==> config.mk <==
export PLATFORM = sky130hd
export DESIGN_NAME = sram_async_ctrl
export DESIGN_NICKNAME = d
export VERILOG_FILES = /design/src/rtl/sram_async_pkg.sv /design/src/rtl/sram_async_dwell.sv /design/src/rtl/sram_async_seq.sv /design/src/rtl/sram_async_datapath.sv /design/src/rtl/sram_async_ctrl.sv
export SDC_FILE = /design/constraint.sdc
export NUM_CORES = 1
export LEC_CHECK = 0
export CORE_MARGIN = 3
export CORE_UTILIZATION = 50
export CTS_BUF_LIST = sky130_fd_sc_hd__clkbuf_8
export DETAILED_ROUTE_END_ITERATION = 10
export DONT_BUFFER_PORTS = 1
export GPL_TIMING_DRIVEN = 0
export PLACE_DENSITY = 0.73
export SLEW_MARGIN = 20
export SYNTH_ARGS = -nofsm -noshare
export SYNTH_HDL_FRONTEND = slang
export SYNTH_SLANG_ARGS = --single-unit
==> constraint.sdc <==
create_clock -name clk -period 2 [get_ports clk]
set_input_delay 0.4 -clock clk [delete_from_list [all_inputs] [get_ports clk]]
set_output_delay 0.4 -clock clk [all_outputs]
set_load 0.005 [all_outputs]
==> src/rtl/sram_async_pkg.sv <==
`timescale 1ns/1ps
package sram_async_pkg;

   typedef enum logic [2:0] {
      ST_IDLE,
      ST_WR_PULSE,
      ST_WR_REC,
      ST_RD_ACC,
      ST_RD_TURN
   } sram_state_t;

   // minimum times in ns for one speed grade
   typedef struct packed {
      int unsigned wr_pulse;
      int unsigned addr_to_end;
      int unsigned data_setup;
      int unsigned wr_cycle;
      int unsigned rd_access;
      int unsigned oe_access;
      int unsigned oe_release;
   } grade_ns_t;

   function automatic grade_ns_t grade_ns(input int grade);
      grade_ns_t g;
      if (grade == 0) g = '{wr_pulse:40, addr_to_end:45, data_setup:25, wr_cycle:55,
                            rd_access:55, oe_access:25, oe_release:20};
      else            g = '{wr_pulse:50, addr_to_end:60, data_setup:30, wr_cycle:70,
                            rd_access:70, oe_access:35, oe_release:25};
      return g;
   endfunction

   function automatic int unsigned ns_to_cyc(input int unsigned ns, input int unsigned per);
      int unsigned c;
      c = (ns + per - 1) / per;
      return (c < 1) ? 1 : c;
   endfunction

   function automatic int unsigned max_u(input int unsigned a, input int unsigned b);
      return (a > b) ? a : b;
   endfunction

   function automatic int unsigned wp_cycles(input int grade, input int unsigned per);
      grade_ns_t g;
      g = grade_ns(grade);
      return max_u(ns_to_cyc(g.wr_pulse, per),
                   max_u(ns_to_cyc(g.addr_to_end, per), ns_to_cyc(g.data_setup, per)));
   endfunction

   function automatic int unsigned wrec_cycles(input int grade, input int unsigned per);
      grade_ns_t g;
      int unsigned wc, wp;
      g  = grade_ns(grade);
      wc = ns_to_cyc(g.wr_cycle, per);
      wp = wp_cycles(grade, per);
      return (wc > wp + 1) ? (wc - wp) : 1;
   endfunction

   function automatic int unsigned rd_cycles(input int grade, input int unsigned per);
      grade_ns_t g;
      g = grade_ns(grade);
      return max_u(ns_to_cyc(g.rd_access, per), ns_to_cyc(g.oe_access, per));
   endfunction

   function automatic int unsigned hz_cycles(input int grade, input int unsigned per);
      grade_ns_t g;
      g = grade_ns(grade);
      return ns_to_cyc(g.oe_release, per);
   endfunction

endpackage

==> src/rtl/sram_async_dwell.sv <==
`timescale 1ns/1ps
module sram_async_dwell #(
   parameter int CNT_W = 3
) (
   input  logic             clk,
   input  logic             rst_n,
   input  logic             load,
   input  logic [CNT_W-1:0] load_val,
   output logic             done
);
   logic [CNT_W-1:0] cnt_q;

   always_ff @(posedge clk or negedge rst_n) begin
      if (!rst_n)            cnt_q <= '0;
      else if (load)         cnt_q <= load_val;
      else if (cnt_q != '0)  cnt_q <= cnt_q - 1'b1;
   end

   assign done = (cnt_q == '0);
endmodule

==> src/rtl/sram_async_seq.sv <==
`timescale 1ns/1ps
module sram_async_seq
   import sram_async_pkg::*;
#(
   parameter int unsigned N_WP   = 5,
   parameter int unsigned N_WREC = 1,
   parameter int unsigned N_RD   = 6,
   parameter int unsigned N_HZ   = 2,
   parameter int          CNT_W  = 3
) (
   input  logic             clk,
   input  logic             rst_n,
   input  logic             req_valid,
   input  logic             req_write,
   input  logic             dwell_done,
   output logic             dwell_load,
   output logic [CNT_W-1:0] dwell_val,
   output logic             req_ready,
   output logic             capture,
   output logic             sel_act,
   output logic             wr_n,
   output logic             rd_n,
   output logic             dq_oe,
   output logic             rsp_valid
);
   sram_state_t st_q, st_d;

   always_comb begin
      st_d       = st_q;
      dwell_load = 1'b0;
      dwell_val  = '0;
      capture    = 1'b0;
      unique case (st_q)
         ST_IDLE: if (req_valid) begin
            dwell_load = 1'b1;
            if (req_write) begin
               st_d      = ST_WR_PULSE;
               dwell_val = CNT_W'(N_WP - 1);
            end else begin
               st_d      = ST_RD_ACC;
               dwell_val = CNT_W'(N_RD - 1);
            end
         end
         ST_WR_PULSE: if (dwell_done) begin
            st_d       = ST_WR_REC;
            dwell_load = 1'b1;
            dwell_val  = CNT_W'(N_WREC - 1);
         end
         ST_WR_REC: if (dwell_done) st_d = ST_IDLE;
         ST_RD_ACC: if (dwell_done) begin
            st_d       = ST_RD_TURN;
            dwell_load = 1'b1;
            dwell_val  = CNT_W'(N_HZ - 1);
            capture    = 1'b1;
         end
         ST_RD_TURN: if (dwell_done) st_d = ST_IDLE;
         default: st_d = ST_IDLE;
      endcase
   end

   // memory controls are registered from the next state so they never glitch
   always_ff @(posedge clk or negedge rst_n) begin
      if (!rst_n) begin
         st_q      <= ST_IDLE;
         sel_act   <= 1'b0;
         wr_n      <= 1'b1;
         rd_n      <= 1'b1;
         dq_oe     <= 1'b0;
         rsp_valid <= 1'b0;
      end else begin
         st_q      <= st_d;
         sel_act   <= (st_d == ST_WR_PULSE) || (st_d == ST_WR_REC) || (st_d == ST_RD_ACC);
         wr_n      <= (st_d != ST_WR_PULSE);
         rd_n      <= (st_d != ST_RD_ACC);
         dq_oe     <= (st_d == ST_WR_PULSE) || ((st_q == ST_WR_PULSE) && (st_d == ST_WR_REC));
         rsp_valid <= capture;
      end
   end

   assign req_ready = (st_q == ST_IDLE);
endmodule

==> src/rtl/sram_async_datapath.sv <==
`timescale 1ns/1ps
module sram_async_datapath #(
   parameter int ADDR_W = 18,
   parameter int DATA_W = 8
) (
   input  logic              clk,
   input  logic              rst_n,
   input  logic              accept,
   input  logic [ADDR_W-1:0] req_addr,
   input  logic [DATA_W-1:0] req_wdata,
   input  logic              capture,
   input  logic [DATA_W-1:0] mem_dq_in,
   output logic [ADDR_W-1:0] mem_addr,
   output logic [DATA_W-1:0] mem_dq_out,
   output logic [DATA_W-1:0] rsp_rdata
);
   always_ff @(posedge clk or negedge rst_n) begin
      if (!rst_n) begin
         mem_addr   <= '0;
         mem_dq_out <= '0;
      end else if (accept) begin
         mem_addr   <= req_addr;
         mem_dq_out <= req_wdata;
      end
   end

   always_ff @(posedge clk or negedge rst_n) begin
      if (!rst_n)       rsp_rdata <= '0;
      else if (capture) rsp_rdata <= mem_dq_in;
   end
endmodule

==> src/rtl/sram_async_ctrl.sv <==
`timescale 1ns/1ps
module sram_async_ctrl
   import sram_async_pkg::*;
#(
   parameter int CLK_NS = 10,
   parameter int GRADE  = 0,
   parameter int ADDR_W = 18,
   parameter int DATA_W = 8
) (
   input  logic              clk,
   input  logic              rst_n,
   input  logic              req_valid,
   output logic              req_ready,
   input  logic              req_write,
   input  logic [ADDR_W-1:0] req_addr,
   input  logic [DATA_W-1:0] req_wdata,
   output logic              rsp_valid,
   output logic [DATA_W-1:0] rsp_rdata,
   output logic [ADDR_W-1:0] mem_addr,
   output logic              mem_sel_n,
   output logic              mem_sel,
   output logic              mem_wr_n,
   output logic              mem_rd_n,
   output logic [DATA_W-1:0] mem_dq_out,
   output logic              mem_dq_oe,
   input  logic [DATA_W-1:0] mem_dq_in
);
   localparam int unsigned N_WP   = wp_cycles(GRADE, CLK_NS);
   localparam int unsigned N_WREC = wrec_cycles(GRADE, CLK_NS);
   localparam int unsigned N_RD   = rd_cycles(GRADE, CLK_NS);
   localparam int unsigned N_HZ   = hz_cycles(GRADE, CLK_NS);
   localparam int unsigned N_MAX  = max_u(max_u(N_WP, N_WREC), max_u(N_RD, N_HZ));
   localparam int          CNT_W  = (N_MAX > 1) ? $clog2(N_MAX) : 1;

   if (CLK_NS < 1) begin : g_bad_clk
      $error("sram_async_ctrl: CLK_NS must be at least 1");
   end
   if (GRADE != 0 && GRADE != 1) begin : g_bad_grade
      $error("sram_async_ctrl: GRADE must be 0 or 1");
   end
   if (ADDR_W < 1 || DATA_W < 1) begin : g_bad_width
      $error("sram_async_ctrl: widths must be positive");
   end

   logic             dwell_load, dwell_done, capture, sel_act;
   logic [CNT_W-1:0] dwell_val;

   sram_async_dwell #(.CNT_W(CNT_W)) u_dwell (
      .clk      (clk),
      .rst_n    (rst_n),
      .load     (dwell_load),
      .load_val (dwell_val),
      .done     (dwell_done)
   );

   sram_async_seq #(
      .N_WP(N_WP), .N_WREC(N_WREC), .N_RD(N_RD), .N_HZ(N_HZ), .CNT_W(CNT_W)
   ) u_seq (
      .clk        (clk),
      .rst_n      (rst_n),
      .req_valid  (req_valid),
      .req_write  (req_write),
      .dwell_done (dwell_done),
      .dwell_load (dwell_load),
      .dwell_val  (dwell_val),
      .req_ready  (req_ready),
      .capture    (capture),
      .sel_act    (sel_act),
      .wr_n       (mem_wr_n),
      .rd_n       (mem_rd_n),
      .dq_oe      (mem_dq_oe),
      .rsp_valid  (rsp_valid)
   );

   sram_async_datapath #(.ADDR_W(ADDR_W), .DATA_W(DATA_W)) u_dp (
      .clk        (clk),
      .rst_n      (rst_n),
      .accept     (req_valid && req_ready),
      .req_addr   (req_addr),
      .req_wdata  (req_wdata),
      .capture    (capture),
      .mem_dq_in  (mem_dq_in),
      .mem_addr   (mem_addr),
      .mem_dq_out (mem_dq_out),
      .rsp_rdata  (rsp_rdata)
   );

   assign mem_sel_n = ~sel_act;
   assign mem_sel   = sel_act;
endmodule

==> results list <==
* Reg-to-reg slack, setup: 0.11 ns
* Layout Cell Area excl Fill: 0.00205 sq mm
- Total routing usage reported by global routing: 0.178
- The count of final hold-check violations came to 0.
- Placed cell areas: 0.00194 sq mm
* Critical path capture point type: register
- Placed wire-length estimate: 2890 microns
* Global-route wire length before repair: 5950 microns
* Worst Path Max Fanout: 10
* Highest Clock Rate: 0.530 GHz
- Finished Core Util: 0.592
* Post-route DRC violation count: 0
- Gates resized during post-CTS repair numbered 0.
- Setup repair bufs after CTS: 0
- The worst-case IR drop observed on VDD is 0.695 mV.
- Dividing the detail-routed via count by the number of cells gives 5.39.
- OpenSTA, run right after detailed placement, puts the worst setup slack at 0.119 ns.
* # setup viols final: 0
- Clock tree synthesis found a total of 45 sinks.
- Arr. time, crit path: 2.06 ns
* Chip Width: 67.3 microns
- Compared with the post-synthesis result, the final layout area differs by 9.25%.
* Status: finished, final reports clean
* Mean post-synth cell area: 10.5 sq um
* Hold Path Cell Cnt: 2
- Final sum of negative setup slack: 0 ns
* Classification of the worst setup path: reg2reg
* Final Max Tran Viols: 0
- Setup repair after global routing left no endpoint under its margin.
- The net count of the finished layout is 228.
* H-tree depth: 2
* Worst-case clock buffer depth: 2
* Clock Tree Root: clkbuf_8
* Total area of sequential cells: 0.00113 sq mm
* Starting density of the core: 0.542
- The number of nets in the synthesized netlist is 219.
- TritonCTS built the clock tree.
- Gr ovfl total: 0
- At the end of routability-driven placement, the weighted congestion stood at 0.732.
* Die Footprint: 0.00453 sq mm
- The synthesized design contains 45 register bits.
* Power density normalized to cell area: 1620 mW/mm^2
- In this run the most critical hold path is launched from req_wdata[4].
* Fraction of final layout cells with drive strength greater than 1: 0.176
- Kind of path behind the tightest hold check: in2reg
* Crit path launch type: register
- The path with the worst hold slack has its endpoint at u_dp.mem_dq_out[4].
- The routed design has 3820 microns of wire.
* Post-synth cell types: 29
- Largest net degree at the start of global routing: 46
* Final critical delay including setup and external delays: 1.89 ns
* Final clock period utilization by the worst path: 0.944
* MaxCap Viol Count: 0
- Leading cell type in the layout, fill and taps excluded: nand2_1
- Number of ports placed on the die boundary: 79
- Headroom to the max-slew limit came out at 0.609.
- The first detailed-routing pass took 4 iterations.
* Worst Reg-to-Reg Cells: 5
- For the final database, setup skew stands at 0.00219 ns.
- After clock tree synthesis, the clock-pin slew on the worst setup and hold paths is 0.07 ns.
- The floorplan step set the die height to 67.3 microns.
- Core area: 0.00347 sq mm
- The mapped netlist covers 0.00188 sq mm.
- Initial antenna violation count: 0
- The via count of the first global-routing pass came to 1385.
- The library cells used most frequently in the layout, excluding fill and tap cells, are nand2_1 (78), dfrtp_1 (43), mux2_2 (8), inv_1 (6), clkbuf_8 (6).
- The share of the Yosys chip area taken by registers is 0.600.
* Number of synthesis warnings: 0
* Port Buffer Count: 0
- For the worst-skew pair, the clock arrives at the later sink with an insertion delay of 0.28 ns.
- Cells after Synth: 179
* Remaining number of nets flagged by the antenna check after routing: 0
- Tracing the worst setup path back leads to its startpoint at u_dwell.cnt_q[0].
* CP Data Required Time: 2.17 ns
* Detailed-route via count: 1262
* Tightest Pin Transition: 0.583 ns
- Counting the fill cells in the layout gives 311.
* Detailed-route wire length per cell: 16.3 microns
- The worst path meets setup with 0.112 ns of slack.
- Row cnt: 21
- The number of clock buffers added by TritonCTS is 5.
* Initial detailed-routing violation count: 60
- Pleak: 1.04 nW
* Launching point of the worst reg2reg path: u_dwell.cnt_q[0]
- Antenna cell count: 0
- The multi-input combinational cells in the finished layout cover a total of 657 sq um.
- Endpoint of the most critical register-to-register path: u_dp.rsp_rdata[4]
==> power breakdown <==
part	leakage [nW]	switching, mW	internal (mW)
sequential	0.554	0.316	1.35
combinational	0.433	0.639	0.486
clock	0.0485	0.267	0.269
total	1.04	1.22	2.10
==> sequential cells by signal, summed over array words and instances (netlist names), 3 cells and up <==
signal / flops
u_dp.mem_addr: 18
u_dp.mem_dq_out: 8
u_dp.rsp_rdata: 8
u_dwell.cnt_q: 3
u_seq.st_q: 3
==> cells by family after synthesis <==
group	share of synthesized area
compound gates	0.0506
fa+ha+maj	0.0133
simple gates	0.238
mux	0.0479
flops	0.600
buf+inv	0.0506
==> layout make-up <==
| type | count | share of cell area |
|---|---|---|
| repair buffers | 2 | 0.0146 |
| multi-input cells | 120 | 0.320 |
| well taps | 46 | 0.0280 |
| clock buffers | 6 | 0.0402 |
| inverters | 5 | 0.00914 |
| clock inverters | 1 | 0.00183 |
| flip-flops and latches | 45 | 0.549 |
| plain buffers | 9 | 0.0371 |
==> critical path: stages (launching register included) <==
cell and delay [ns]:
dfrtp_1 0.42, inv_1 0.12, ha_1 0.20, nand2b_1 0.20
nor3_4 0.43, mux2_2 0.40
==> metal layers <==
layer | wire (microns) | vias to the layer above | part of all wire | global-route usage
met2 | 1970 | 63 | 0.51 | 0.307
met5 | 0 | - | 0 | 0
li1 | - | 589 | - | -
met4 | 54 | 0 | 0.014 | 0.0886
met3 | 408 | 6 | 0.11 | 0.0799
met1 | 1390 | 604 | 0.36 | 0.181
==> Yosys cell counts, drive strengths merged <==
cell | instances | area [sq um]
a211oi | 1 | 7.51
a21oi | 4 | 20.0
a31o | 1 | 8.76
a31oi | 1 | 21.3
and3b | 1 | 8.76
buf | 9 | 76.3
dfrtp | 43 | 1080
dfstp | 2 | 52.6
ha | 2 | 25.0
inv | 5 | 18.8
mux2 | 8 | 90.1
nand2 | 78 | 293
nand2b | 3 | 26.3
nand3 | 2 | 10.0
nor2 | 5 | 18.8
nor2b | 1 | 6.26
nor3 | 4 | 31.3
nor3b | 2 | 15.0
nor4b | 1 | 23.8
o21ai | 3 | 15.0
o221ai | 1 | 15.0
o31ai | 1 | 7.51
or4b | 1 | 13.8
==> worst max path at each step <==
stage	end	slack (ns)
floorplan	u_dp.rsp_rdata[0]	0.37
global placement	u_dp.rsp_rdata[6]	0.20
detailed placement	u_dp.rsp_rdata[4]	0.12
CTS	u_dp.rsp_rdata[4]	0.11
global route	u_dp.rsp_rdata[4]	0.007
finish	u_dp.rsp_rdata[4]	0.11
==> per-stage QoR <==
stage / cells / hold slack (ns) / total power, mW
detailed placement: 225 / 0.105 / 2.81
CTS: 234 / 0.209 / 3.37
global placement: 225 / 0.106 / 2.70
finish: 234 / 0.217 / 3.32
global route: 234 / 0.205 / 3.60
floorplan: 179 / 0.104 / 2.51
==> what timing repair did <==
item / 4_1_cts / 5_1_grt
setup endpoints to repair: 0 / 0
hold buffers: 2 / 0
hold endpoints to repair: 45 / 0
Power figures use the tool's default switching activity.
